## src/rtl/mvx_pkg.sv

```systemverilog
package mvx_pkg;
  typedef enum logic [1:0] {
    OP_MCLR = 2'b00,
    OP_MCMP = 2'b01,
    OP_COPY = 2'b10,
    OP_ADD  = 2'b11
  } mvx_op_e;
endpackage

```

## src/rtl/mvx_regfile.sv

```systemverilog
module mvx_regfile #(
  parameter int NUM_ELEM = 8,
  parameter int DATA_W   = 16,
  parameter int NUM_VREG = 4,
  localparam int IDX_W   = $clog2(NUM_ELEM),
  localparam int REG_W   = $clog2(NUM_VREG)
) (
  input  logic                       clk,
  input  logic                       wr_en,
  input  logic [REG_W-1:0]           wr_reg,
  input  logic [IDX_W-1:0]           wr_idx,
  input  logic [DATA_W-1:0]          wr_data,
  input  logic [REG_W-1:0]           ra_reg,
  input  logic [IDX_W-1:0]           ra_idx,
  output logic [DATA_W-1:0]          ra_data,
  input  logic [REG_W-1:0]           rb_reg,
  input  logic [IDX_W-1:0]           rb_idx,
  output logic [DATA_W-1:0]          rb_data,
  input  logic [REG_W-1:0]           rh_reg,
  input  logic [IDX_W-1:0]           rh_idx,
  output logic [DATA_W-1:0]          rh_data,
  input  logic [REG_W-1:0]           rv_reg,
  output logic [NUM_ELEM*DATA_W-1:0] rv_vec
);
  logic [DATA_W-1:0] mem [NUM_VREG][NUM_ELEM];

  // data storage carries no reset; contents are defined by host loads
  always_ff @(posedge clk) begin
    if (wr_en) begin
      mem[wr_reg][wr_idx] <= wr_data;
    end
  end

  assign ra_data = mem[ra_reg][ra_idx];
  assign rb_data = mem[rb_reg][rb_idx];
  assign rh_data = mem[rh_reg][rh_idx];

  for (genvar e = 0; e < NUM_ELEM; e++) begin : g_vec
    assign rv_vec[e*DATA_W +: DATA_W] = mem[rv_reg][e];
  end
endmodule

```

## src/rtl/mvx_mask_unit.sv

```systemverilog
module mvx_mask_unit #(
  parameter int NUM_ELEM = 8,
  parameter int DATA_W   = 16
) (
  input  logic                       clk,
  input  logic                       rst_n,
  input  logic                       clr_en,
  input  logic                       cmp_en,
  input  logic [NUM_ELEM*DATA_W-1:0] cmp_vec,
  input  logic [DATA_W-1:0]          cmp_scalar,
  input  logic [NUM_ELEM-1:0]        len_mask,
  output logic [NUM_ELEM-1:0]        mask_q
);
  logic [NUM_ELEM-1:0] mask_d;
  logic [NUM_ELEM-1:0] cmp_hit;

  for (genvar e = 0; e < NUM_ELEM; e++) begin : g_cmp
    assign cmp_hit[e] = len_mask[e] && (cmp_vec[e*DATA_W +: DATA_W] > cmp_scalar);
  end

  always_comb begin
    mask_d = mask_q;
    if (clr_en) begin
      mask_d = '1;
    end else if (cmp_en) begin
      mask_d = cmp_hit;
    end
  end

  always_ff @(posedge clk or negedge rst_n) begin
    if (!rst_n) begin
      mask_q <= '1;
    end else if (clr_en || cmp_en) begin
      mask_q <= mask_d;
    end
  end
endmodule

```

## src/rtl/mvx_seq.sv

```systemverilog
module mvx_seq #(
  parameter int NUM_ELEM = 8,
  localparam int IDX_W   = $clog2(NUM_ELEM)
) (
  input  logic                clk,
  input  logic                rst_n,
  input  logic                start,
  input  logic                dense_in,
  input  logic [NUM_ELEM-1:0] len_mask,
  input  logic [NUM_ELEM-1:0] mask,
  output logic                busy_q,
  output logic                dense_q,
  output logic                elem_valid,
  output logic [IDX_W-1:0]    elem_idx
);
  logic [NUM_ELEM-1:0] pend_q, pend_d;
  logic [NUM_ELEM-1:0] low_onehot;
  logic                busy_d;
  logic                any_pend;

  assign any_pend = |pend_q;

  always_comb begin
    elem_idx = '0;
    for (int i = NUM_ELEM - 1; i >= 0; i--) begin
      if (pend_q[i]) elem_idx = IDX_W'(i);
    end
  end

  assign low_onehot = any_pend ? (NUM_ELEM'(1) << elem_idx) : '0;
  assign elem_valid = busy_q && any_pend;

  always_comb begin
    pend_d = pend_q;
    busy_d = busy_q;
    if (start) begin
      pend_d = dense_in ? (mask & len_mask) : len_mask;
      busy_d = 1'b1;
    end else if (busy_q) begin
      pend_d = pend_q & ~low_onehot;
      busy_d = any_pend;
    end
  end

  always_ff @(posedge clk or negedge rst_n) begin
    if (!rst_n) begin
      busy_q  <= 1'b0;
      pend_q  <= '0;
      dense_q <= 1'b0;
    end else begin
      busy_q <= busy_d;
      if (start || busy_q) begin
        pend_q <= pend_d;
      end
      if (start) begin
        dense_q <= dense_in;
      end
    end
  end
endmodule

```

## src/rtl/mvx_exec.sv

```systemverilog
module mvx_exec #(
  parameter int NUM_ELEM = 8,
  parameter int DATA_W   = 16,
  parameter int NUM_VREG = 4,
  localparam int IDX_W   = $clog2(NUM_ELEM),
  localparam int REG_W   = $clog2(NUM_VREG),
  localparam int LEN_W   = $clog2(NUM_ELEM + 1)
) (
  input  logic                clk,
  input  logic                rst_n,
  input  logic                cmd_valid,
  input  logic [1:0]          cmd_op,
  input  logic [REG_W-1:0]    cmd_dst,
  input  logic [REG_W-1:0]    cmd_src_a,
  input  logic [REG_W-1:0]    cmd_src_b,
  input  logic [DATA_W-1:0]   cmd_scalar,
  input  logic [LEN_W-1:0]    cmd_len,
  input  logic                cmd_dense,
  output logic                busy,
  input  logic                host_we,
  input  logic [REG_W-1:0]    host_reg,
  input  logic [IDX_W-1:0]    host_idx,
  input  logic [DATA_W-1:0]   host_wdata,
  input  logic [REG_W-1:0]    rd_reg,
  input  logic [IDX_W-1:0]    rd_idx,
  output logic [DATA_W-1:0]   rd_data,
  output logic [NUM_ELEM-1:0] mask_out,
  output logic                wb_valid,
  output logic [IDX_W-1:0]    wb_idx,
  output logic [DATA_W-1:0]   wb_data
);
  import mvx_pkg::*;

  // reset: asserted asynchronously, released on a clock edge
  logic [1:0] rst_sync_q;
  logic       rst_int_n;
  always_ff @(posedge clk or negedge rst_n) begin
    if (!rst_n) rst_sync_q <= 2'b00;
    else        rst_sync_q <= {rst_sync_q[0], 1'b1};
  end
  assign rst_int_n = rst_sync_q[1];

  mvx_op_e             op_in;
  logic                accept;
  logic                start_elem;
  logic [NUM_ELEM-1:0] len_mask;

  assign op_in      = mvx_op_e'(cmd_op);
  assign accept     = cmd_valid && !busy;
  assign start_elem = accept && ((op_in == OP_COPY) || (op_in == OP_ADD));

  for (genvar e = 0; e < NUM_ELEM; e++) begin : g_len
    assign len_mask[e] = LEN_W'(e) < cmd_len;
  end

  // latched element command
  mvx_op_e          op_q;
  logic [REG_W-1:0] dst_q, src_a_q, src_b_q;
  always_ff @(posedge clk or negedge rst_int_n) begin
    if (!rst_int_n) begin
      op_q    <= OP_COPY;
      dst_q   <= '0;
      src_a_q <= '0;
      src_b_q <= '0;
    end else if (start_elem) begin
      op_q    <= op_in;
      dst_q   <= cmd_dst;
      src_a_q <= cmd_src_a;
      src_b_q <= cmd_src_b;
    end
  end

  logic [NUM_ELEM-1:0] mask_q;
  logic                seq_dense;
  logic                elem_valid;
  logic [IDX_W-1:0]    elem_idx;

  mvx_seq #(.NUM_ELEM(NUM_ELEM)) u_seq (
    .clk        (clk),
    .rst_n      (rst_int_n),
    .start      (start_elem),
    .dense_in   (cmd_dense),
    .len_mask   (len_mask),
    .mask       (mask_q),
    .busy_q     (busy),
    .dense_q    (seq_dense),
    .elem_valid (elem_valid),
    .elem_idx   (elem_idx)
  );

  logic [NUM_ELEM*DATA_W-1:0] cmp_vec;

  mvx_mask_unit #(.NUM_ELEM(NUM_ELEM), .DATA_W(DATA_W)) u_mask (
    .clk        (clk),
    .rst_n      (rst_int_n),
    .clr_en     (accept && (op_in == OP_MCLR)),
    .cmp_en     (accept && (op_in == OP_MCMP)),
    .cmp_vec    (cmp_vec),
    .cmp_scalar (cmd_scalar),
    .len_mask   (len_mask),
    .mask_q     (mask_q)
  );

  logic                wb_fire;
  logic [DATA_W-1:0]   a_elem, b_elem, wb_val;
  logic                rf_we;
  logic [REG_W-1:0]    rf_wreg;
  logic [IDX_W-1:0]    rf_widx;
  logic [DATA_W-1:0]   rf_wdata;

  assign wb_fire  = elem_valid && mask_q[elem_idx];
  assign wb_val   = (op_q == OP_ADD) ? (a_elem + b_elem) : a_elem;

  // engine writes only while busy; host writes only while idle
  assign rf_we    = wb_fire || (host_we && !busy);
  assign rf_wreg  = wb_fire ? dst_q    : host_reg;
  assign rf_widx  = wb_fire ? elem_idx : host_idx;
  assign rf_wdata = wb_fire ? wb_val   : host_wdata;

  mvx_regfile #(.NUM_ELEM(NUM_ELEM), .DATA_W(DATA_W), .NUM_VREG(NUM_VREG)) u_rf (
    .clk     (clk),
    .wr_en   (rf_we),
    .wr_reg  (rf_wreg),
    .wr_idx  (rf_widx),
    .wr_data (rf_wdata),
    .ra_reg  (src_a_q),
    .ra_idx  (elem_idx),
    .ra_data (a_elem),
    .rb_reg  (src_b_q),
    .rb_idx  (elem_idx),
    .rb_data (b_elem),
    .rh_reg  (rd_reg),
    .rh_idx  (rd_idx),
    .rh_data (rd_data),
    .rv_reg  (cmd_src_a),
    .rv_vec  (cmp_vec)
  );

  assign mask_out = mask_q;
  assign wb_valid = wb_fire;
  assign wb_idx   = elem_idx;
  assign wb_data  = wb_val;
endmodule

```

## config.mk

```make
export PLATFORM = sky130hd
export DESIGN_NAME = mvx_exec
export DESIGN_NICKNAME = d
export VERILOG_FILES = /design/src/rtl/mvx_pkg.sv /design/src/rtl/mvx_regfile.sv /design/src/rtl/mvx_mask_unit.sv /design/src/rtl/mvx_seq.sv /design/src/rtl/mvx_exec.sv
export SDC_FILE = /design/constraint.sdc
export NUM_CORES = 1
export LEC_CHECK = 0
export ABC_AREA = 0
export CAP_MARGIN = 0
export CORE_MARGIN = 1
export CORE_UTILIZATION = 30
export DETAILED_ROUTE_END_ITERATION = 8
export SYNTH_ARGS = -nofsm -noshare
export SYNTH_HDL_FRONTEND = slang
export SYNTH_SLANG_ARGS = --single-unit
```

## constraint.sdc

```tcl
create_clock -name clk -period 5 [get_ports clk]
set_clock_uncertainty 0.15 [all_clocks]
set_input_delay 0.5 -clock clk [delete_from_list [all_inputs] [get_ports clk]]
set_output_delay 0.5 -clock clk [all_outputs]
set_load 0.1 [all_outputs]
```

# ---- Yosys cells after proc, flatten, opt, wreduce, memory -nomap -nowiden
# Memory sizes are Yosys's and may differ from the RTL's.
# Index checks and enable logic that the tools add are counted.
# Widths: inputs -> output; s select.
dict set report totals {
  reg_bits 27
  ramBits 512
  out_inout_bits 45
  wordCells 104
  n_memories 1
}
# memory words width rd rd_clocked_by_memory_dff wr line_no
set memory_table {}
lappend memory_table {u_rf.mem 4 128 4 0 1 mvx_regfile.sv:25} ;# logic [DATA_W-1:0] mem [NUM_VREG][NUM_ELEM];
dict set report classes {
  add_sub_neg 1
  n_lt_le_gt_ge 21
  n_eq_ne 4
  shift 1
  mux 35
  n_bitwise 6
  reduce_logical 27
}
# cell count
set ops {}
lappend ops {{$bmux 16 s3} 3}
lappend ops {{$mux 16} 9}
lappend ops {{$gt 16x16->1} 8}
lappend ops {{$mux 128} 1}
lappend ops {{$demux 16 s3} 1}
lappend ops {{$mux 8} 6}
lappend ops {{$mux 3} 9}
lappend ops {{$add 16x16->16} 1}
lappend ops {{$and 8x8->8} 2}
lappend ops {{$logic_and 1x1->1} 16}
lappend ops {{$lt 3x4->1 const A} 4}
lappend ops {{$ge 4x4->1 const B} 3}
lappend ops {{$not 3->4} 3}
lappend ops {{$lt 1x4->1 const A} 2}
lappend ops {{$lt 2x4->1 const A} 2}
lappend ops {{$not 8->8} 1}
lappend ops {{$reduce_or 8->1} 1}
lappend ops {{$shl 1x3->8 const A} 1}
lappend ops {{$eq 2x2->1 const B} 3}
lappend ops {{$logic_or 1x1->1} 4}
lappend ops {{$lt 3x4->1 const B} 1}
lappend ops {{$lt 4x1->1 const B} 1}
lappend ops {{$mux 1} 4}
lappend ops {{$reduce_and 2->1} 2}
lappend ops {{other kinds (6)} 7}

# ---- Logic depth before layout (Yosys ltp)
# Gate-level depths: netlist of the first run.
dict set report depth {
  ltp_word 18
  mapped_depth 22
  ltp_nobuf 19
}

# ---- Modules after synthesis
# From an unflattened synthesis of the first run, not the netlist that was laid out.
dict set report hier_totals {
  hier_cells 3063
  hier_area_um2 37863.8
}
# mod instances cells_per_inst area_per_inst_um2 seq_area_each_um2
set by_module_without_submodules {}
lappend by_module_without_submodules {mvx_regfile 1 2426 32443.6 15374.7}
lappend by_module_without_submodules {mvx_mask_unit 1 376 3204.3 210.2}
lappend by_module_without_submodules {mvx_exec 1 202 1671.6 251.5}
lappend by_module_without_submodules {mvx_seq 1 59 544.3 250.2}

# ---- Least setup slack after synthesis of the first run
# No wires, ideal clock.
dict set report synth_path {
  path_type {register to register}
  start {register u_seq.pend_q[3]}
  end {memory u_rf.mem[0][103] in the netlist's numbering, data pin}
  setup_ns 0.277
  t_arrival_ns 6.018
  required_ns 4.573
  path_slack_ns -1.444
  stages_incl_launch_ff 19
  synth_period_minus_slack_ns 6.444
  path_cell_list {dfrtp_1 buf_6 nand2b_1 o311a_1 o21ai_1 buf_2 inv_1 clkbuf_1 nand2_1 nand3_1 nand3_1 o41ai_1 ha_1 a211oi_1 nor2_1 o41a_1 xnor2_1 mux2i_1 mux2_1}
}
dict set report synth_between {
  elab_chain_len 11
  word_cells_on_any_way 19
}
# item line_no
set synth_lines {}
lappend synth_lines {{start: declaration} mvx_seq.sv:16} ;# logic [NUM_ELEM-1:0] pend_q, pend_d;
lappend synth_lines {{start signal: assignment} mvx_seq.sv:53} ;# pend_q <= pend_d;
lappend synth_lines {{$mux 3 * (4 in a row)} mvx_seq.sv:26} ;# if (pend_q[i]) elem_idx = IDX_W'(i);
lappend synth_lines {{net wb_idx[0]} mvx_exec.sv:29} ;# output logic [IDX_W-1:0] wb_idx,
lappend synth_lines {{$not 3->4 (not written as such) *} {mvx_regfile.sv:34, mvx_regfile.sv:35}}
lappend synth_lines {{$bmux 16 s3 (on tied branches)} {mvx_regfile.sv:34, mvx_regfile.sv:35}}
lappend synth_lines {{$mux 16 (on tied branches) (2 in a row)} {mvx_regfile.sv:34, mvx_regfile.sv:35}}
lappend synth_lines {{$add 16x16->16} mvx_exec.sv:112} ;# assign wb_val = (op_q == OP_ADD) ? (a_elem + b_elem) : a_elem;
lappend synth_lines {{$mux 16 *} mvx_exec.sv:112}
lappend synth_lines {{net wb_data[7]} mvx_exec.sv:30} ;# output logic [DATA_W-1:0] wb_data
lappend synth_lines {{$mux 16 *} mvx_exec.sv:118} ;# assign rf_wdata = wb_fire ? wb_val : host_wdata;
lappend synth_lines {{net rf_wdata[7]} mvx_exec.sv:109} ;# logic [DATA_W-1:0] rf_wdata;
lappend synth_lines {{end: declaration} mvx_regfile.sv:25}
# The timed path passes the listed nets; every way through them passes the cells marked *. The select of a mux whose other input is x is not followed.

# ---- Worst setup path in the final report of the first run
dict set report layout_path {
  start {register u_seq.pend_q[5]}
  end {output wb_data[15]}
}
dict set report layout_between {
  elab_chain_len 12
  word_cells_on_any_way 15
}
# item line_no
set layout_lines {}
lappend layout_lines {{$mux 3 * (6 in a row)} mvx_seq.sv:26}
lappend layout_lines {{$not 3->4 (not written as such) *} {mvx_regfile.sv:34, mvx_regfile.sv:35}}
lappend layout_lines {{$bmux 16 s3 (on tied branches)} {mvx_regfile.sv:34, mvx_regfile.sv:35}}
lappend layout_lines {{$mux 16 (on tied branches) (2 in a row)} {mvx_regfile.sv:34, mvx_regfile.sv:35}}
lappend layout_lines {{$add 16x16->16} mvx_exec.sv:112}
lappend layout_lines {{$mux 16 *} mvx_exec.sv:112}
lappend layout_lines {{end: declaration} mvx_exec.sv:30}
# Every way passes the cells marked *; elsewhere a longest branch is shown, timed or not. The select of a mux whose other input is x is not followed.

==> results_dict.tcl, run 1 <==
set metrics [dict create \
    outcome "finished with violations" \
    violations "negative setup slack" \
    die_w_um 350 \
    routed_wl_um 151000 \
    required_ns 4.35 \
    start_util_pct 30.3 \
    worst-setup-path-type "flip-flop to output pin" \
    grt_overflow 0 \
    finalCritPeriodShare_pct 110 \
    r2r_end "u_rf.mem[1][107]$_DFFE_PP_" \
    tightestPinTransition_ns 1.19 \
    rrSetupSlack_ns 0.05 \
    via_count 26787 \
    crit_fanout 7 \
    yosysSeqAreaShare_pct 44.3 \
    fmax_mhz 182 \
    grt_max_degree 53 \
    timing.rr.start "u_seq.pend_q[5]$_DFFE_PN0P_" \
    cts_tree "yes" \
    ys.flop_type "edfxtp_1" \
    fillCellCount 11144 \
    path_cells "buf_6 -> o311ai_4 -> buf_4 -> buf_12 -> buf_12 -> buf_8 -> nand2_4 -> a21oi_4 -> o21ai_1 -> buf_4 -> o211ai_1 -> ha_1 -> a21o_1 -> o32a_1 -> o41a_1 -> a21oi_2 -> o21ai_2 -> xor2_2 -> nor3b_4 -> nor2_4 -> buf_12" \
    maxSlewViolCount 0 \
    worst-path-buf-inv 7 \
    cap_violations 0 \
    grt_pass1_wl_um 208000 \
    viasPerCell 6.27 \
    fin_nets 2814 \
    synth-seq-cells 539 \
    synthCells 2254 \
    layout.area.seq_um2 16100 \
    drt_iter0_markers 4061 \
    dieHeight_um 350 \
    cts_buffer_depth 3 \
    setup_ws_ns -0.501 \
    grt_pass1_vias 26468 \
    gp_congestion 0.986 \
    yosysUniqueCellTypes 92 \
    mappedNetlistArea_um2 36300 \
    core_area_um2 120000 \
    finalSetupTns_ns -3.63 \
    synth_edf_count 512 \
    synth_top_area_share_pct 42.4 \
    numCtsBuffers 57 \
    port_buffers 103 \
    syn_nets 2457 \
    hp-class "flip-flop to asynchronous set/reset pin" \
    ys_async_sr_fraction_pct 5.01 \
    insertion_delay_ns 0.68 \
    end_kind "output pin" \
    drt_first_pass_iters 5 \
    fin_crit_ns 5.50 \
    ioPinCount 104 \
    reg2regPathDepth 22 \
    grt.total_usage_pct 24.3 \
    rsz0062_at_grt "true" \
    place_ws_ns -0.408 \
    relSlewSlack_pct 20.5 \
    post_synth.cell_area_avg_um2 16.1 \
    die_area_um2 122000 \
    crit_top_cell "buf_12" \
    hold_violations 0 \
    yosysMostFrequentCell "mux4_2" \
    cp_top_family "compound AO/OA/AOI/OAI gates" \
    dpl.hpwl_um 105000 \
    routedWlPerCell_um 35.3 \
    root_buffer "clkbuf_16" \
    yosysTopAreaCell "edfxtp_1" \
    multiInputGateArea_um2 20000 \
    max_stage_delay_ns 0.43 \
    antenna_left 0 \
    cp.arrival_ns 4.85 \
    startpoint_type "flip-flop" \
    htreeDepth 2 \
    cts_sinks 539 \
    yosysWarningCount 0 \
    rows 127 \
    layout-drive-gt1-share_pct 47.1 \
    synth_common_cells "535 x mux4_2, 512 x edfxtp_1, 164 x nand2_1" \
    slowest_stage "dfrtp_1" \
    drc 0 \
    synthToLayoutAreaGrowth_pct 24.8 \
    antenna_found_initial 5 \
    setup_violations 11 \
    clk_pin_slew_ns 0.07 \
    synth_area_leaders "edfxtp_1 42%, mux4_2 33%, ha_1 4.9%" \
]
[cell type report]
cell class / instances / area share, %
sequential: 539 / 35.6
timing repair buffer: 467 / 11.2
clock buffer: 68 / 3.29
inverter: 43 / 0.385
tap: 1612 / 4.46
clock inverter: 38 / 0.907
antenna: 2 / 0.0111
multi-input combinational: 1503 / 44.2
[cell families (layout without fill, tap and decap cells)]
family / count (synthesis) / count (layout) / synth area share (%)
xor+xnor: 9 / 9 / 0.217
simple gates: 411 / 411 / 5.34
compound gates: 329 / 329 / 6.32
mux: 609 / 609 / 35.9
fa+ha+maj: 144 / 144 / 4.99
flops: 539 / 539 / 44.3
other cells: 1 / 3 / 0.0103
buf+inv: 212 / 616 / 2.95
[registers in the layout, summed over array words and instances, names as in the netlist]
register	count
u_mask.mask_q	8
u_seq.busy_q	1
src_a_q	2
src_b_q	2
u_rf.mem	512
u_seq.pend_q	8
rst_sync_q	2
dst_q	2
op_q	2
[stage by stage]
stage          cells  hold WS [ns]  util, %  instance area, um^2
2_1_floorplan   2254        0.0544        -                36400
5_1_grt         4270         0.201     37.7                45200
6_report        4272         0.177     37.7                45200
3_3_place_gp    4056         0.185     34.6                41400
3_5_place_dp    4056         0.164     34.6                41400
4_1_cts         4236         0.172     37.2                44600
[placed cells by master (no fill, tap or decap), drive strengths merged, types with 9 or more instances in the layout]
cell           instances
mux4                 544
a31oi                 33
mux2                  49
nand4                 26
a211oi                13
nor2                  89
o21ai                 72
o31ai                 10
o211ai                18
buf                  398
a21oi                 54
o22ai                 21
nor2b                 21
nand2b                12
nand3                 51
and3                  12
clkbuf                71
dfstp                  9
nor3                  10
nand2                166
dfrtp                 18
a21o                  29
mux2i                 16
o21a                  27
inv                   45
edfxtp               512
clkinv                23
ha                   143
clkdlybuf4s50         60
[worst max-delay path by stage]
stage | slack, ns | cells past startpoint | startpoint | end
3_5_place_dp | -0.41 | 16 | u_seq.pend_q[3]$_DFFE_PN0P_ | wb_data[15]
3_3_place_gp | -0.34 | 16 | u_seq.pend_q[3]$_DFFE_PN0P_ | wb_data[15]
5_1_grt | -0.63 | 17 | u_seq.pend_q[5]$_DFFE_PN0P_ | wb_data[15]
4_1_cts | -0.36 | 18 | src_a_q[0]$_DFFE_PN0P_ | wb_data[15]
6_report | -0.50 | 21 | u_seq.pend_q[5]$_DFFE_PN0P_ | wb_data[15]
2_1_floorplan | 0.02 | 15 | u_seq.pend_q[6]$_DFFE_PN0P_ | wb_data[15]
[worst reg2reg max path: stages (launching register included)]
cell	delay, ns
dfrtp_1	0.43
buf_6	0.15
o311ai_4	0.31
buf_4	0.18
buf_12	0.16
buf_12	0.16
buf_8	0.15
nand2_4	0.06
a21oi_4	0.22
o21ai_1	0.11
buf_4	0.14
o211ai_1	0.12
ha_1	0.29
a21o_1	0.20
o32a_1	0.28
o41a_1	0.18
a21bo_2	0.26
a21oi_2	0.15
mux2i_1	0.11
buf_4	0.14
mux2_4	0.26
a31o_4	0.28
clkbuf_16	0.19
[layer usage]
metal	routed length [um]	global-route usage, %
met4	9210	13.0
met3	17300	5.49
met2	71200	39.3
met1	53200	30.3
met5	10	0
[what timing repair did]
action                     in CTS  in global routing
hold endpoints to repair        2                  0
pin swaps                      34                 35
setup buffers                  69                 35
setup endpoints to repair     352                108
gates cloned                    6                  3
resized for setup             114                 62
hold buffers                    1                  0
Power of run 1 is left out: the tool's default activity adds up to more than one toggle a clock period on the data nets, which glitch-free logic cannot reach.
==> inputs of run 2 (changes only) <==
--- a/config.mk
+++ b/config.mk
@@ -7,6 +7,7 @@
 export LEC_CHECK = 0
 export ABC_AREA = 0
 export CAP_MARGIN = 0
+export CORE_ASPECT_RATIO = 1.5
 export CORE_MARGIN = 1
 export CORE_UTILIZATION = 30
 export DETAILED_ROUTE_END_ITERATION = 8
==> results_dict.tcl, run 2 (synthesized netlist as in run 1, its figures left out) <==
set metrics [dict create \
    outcome "finished with violations" \
    violations "negative setup slack" \
    viasPerCell 6.34 \
    setup_violations 12 \
    final_common_cell "mux4_2" \
    cts_buffer_depth 3 \
    routedWlPerCell_um 37.2 \
    grt_pass1_wl_um 218000 \
    numCtsBuffers 53 \
    required_ns 4.35 \
    routed_wl_um 159000 \
    grt_overflow 0 \
    antenna_found_initial 7 \
    fin_crit_ns 5.51 \
    htreeDepth 2 \
    start_util_pct 30.3 \
    fmax_mhz 182 \
    end_kind "output pin" \
    clk_pin_slew_ns 0.07 \
    die_w_um 286 \
    hold_violations 0 \
    dp_cells 4082 \
    finalCritPeriodShare_pct 110 \
    relSlewSlack_pct 27.4 \
    drc 0 \
    setup_ws_ns -0.506 \
    top_register "u_rf.mem" \
    grt_pass1_vias 27457 \
    tightestPinTransition_ns 1.09 \
    worst-setup-path-type "flip-flop to output pin" \
    hp-class "flip-flop to asynchronous set/reset pin" \
    cts_tree "yes" \
    fin_nets 2837 \
    layout_common_cells "535 x mux4_2, 512 x edfxtp_1, 324 x buf_4" \
    dieHeight_um 428 \
    cp.arrival_ns 4.86 \
    crit_fanout 5 \
    via_count 26988 \
    layoutNonFillerInstCount 4256 \
    synthToLayoutAreaGrowth_pct 24.0 \
    ioPinCount 104 \
    port_buffers 103 \
    grt_max_degree 52 \
    grt.total_usage_pct 25.8 \
    drt_first_pass_iters 5 \
    multiInputGateArea_um2 20000 \
    gp_congestion 1.03 \
    die_area_um2 122000 \
    drt_iter0_markers 3888 \
    layout.area.seq_um2 16100 \
    antenna_left 0 \
    whs_ns 0.144 \
    top_regs "u_rf.mem (512), u_mask.mask_q (8), u_seq.pend_q (8)" \
    insertion_delay_ns 0.67 \
    maxSlewViolCount 0 \
    fillCellCount 11136 \
    largest_reg_flops 512 \
    layout-drive-gt1-share_pct 47.4 \
    core_area_um2 119000 \
    startpoint_type "flip-flop" \
    dpl.hpwl_um 117000 \
    cts_sinks 539 \
    finalSetupTns_ns -3.57 \
    rows 155 \
    cap_violations 0 \
    root_buffer "clkbuf_16" \
    rsz0062_at_grt "true" \
]
-- run 2: what timing repair did --
item,in CTS,in global routing
endpoints found under the hold margin,2,0
cloned,5,0
hold buffers,1,0
gates resized for setup,132,37
buffers inserted,42,27
pin swaps,47,27
setup endpoints to repair,333,141
-- run 2: worst paths after layout --
path	startpoint	end	slack, ns	cells past startpoint
max	u_seq.pend_q[6]$_DFFE_PN0P_	wb_data[11]	-0.51	19
min	rst_sync_q[1]$_DFF_PN0_	op_q[0]$_DFFE_PN0P_	0.14	1
max reg2reg	u_seq.pend_q[6]$_DFFE_PN0P_	u_rf.mem[2][25]$_DFFE_PP_	0.05	19
min reg2reg	rst_sync_q[1]$_DFF_PN0_	op_q[0]$_DFFE_PN0P_	0.14	1
max in group asynchronous	rst_sync_q[1]$_DFF_PN0_	src_b_q[0]$_DFFE_PN0P_	4.16	1
min in group clk	rst_sync_q[0]$_DFF_PN0_	rst_sync_q[1]$_DFF_PN0_	0.22	0
-- run 2: cell type report --
type	count	share of cell area, %
Clock buffer	62	3.03
Inverter	43	0.365
Clock inverter	36	0.649
Multi-Input combinational cell	1503	44.5
Sequential cell	539	35.8
Antenna cell	9	0.0501
Tap cell	1570	4.37
Timing Repair Buffer	494	11.3
-- run 2: layer usage --
layer	track usage (%)	up-vias	part of all wire (%)
met5	0	-	0.026
met2	44.3	1900	50
met1	27.5	14065	32
met3	4.92	575	8.6
met4	21.4	6	9.7
li1	-	10442	-
-- run 2: critical path, cell delays in order (launching register included) --
cell      delay [ns]
dfrtp_1         0.40
buf_6           0.13
or4_4           0.58
nand2_8         0.12
buf_16          0.17
o21ai_4         0.08
a31oi_4         0.22
o21ba_4         0.20
a211oi_4        0.26
buf_6           0.15
ha_4            0.20
o21ai_4         0.06
nor2_2          0.07
o41a_1          0.46
buf_4           0.18
a21bo_2         0.20
a21oi_2         0.13
mux2i_1         0.24
a21o_2          0.15
buf_12          0.17
-- run 2: through the flow --
stage | instance area [um^2] | util, % | setup WS (ns)
after global routing | 44900 | 37.6 | -0.619
final | 45000 | 37.6 | -0.506
after detailed placement | 41800 | 35.0 | -0.388
after global placement | 41800 | 35.0 | -0.349
after floorplan | 36400 | - | 0.0181
after CTS | 44600 | 37.3 | -0.430
Power of run 2 is left out for the same reason.
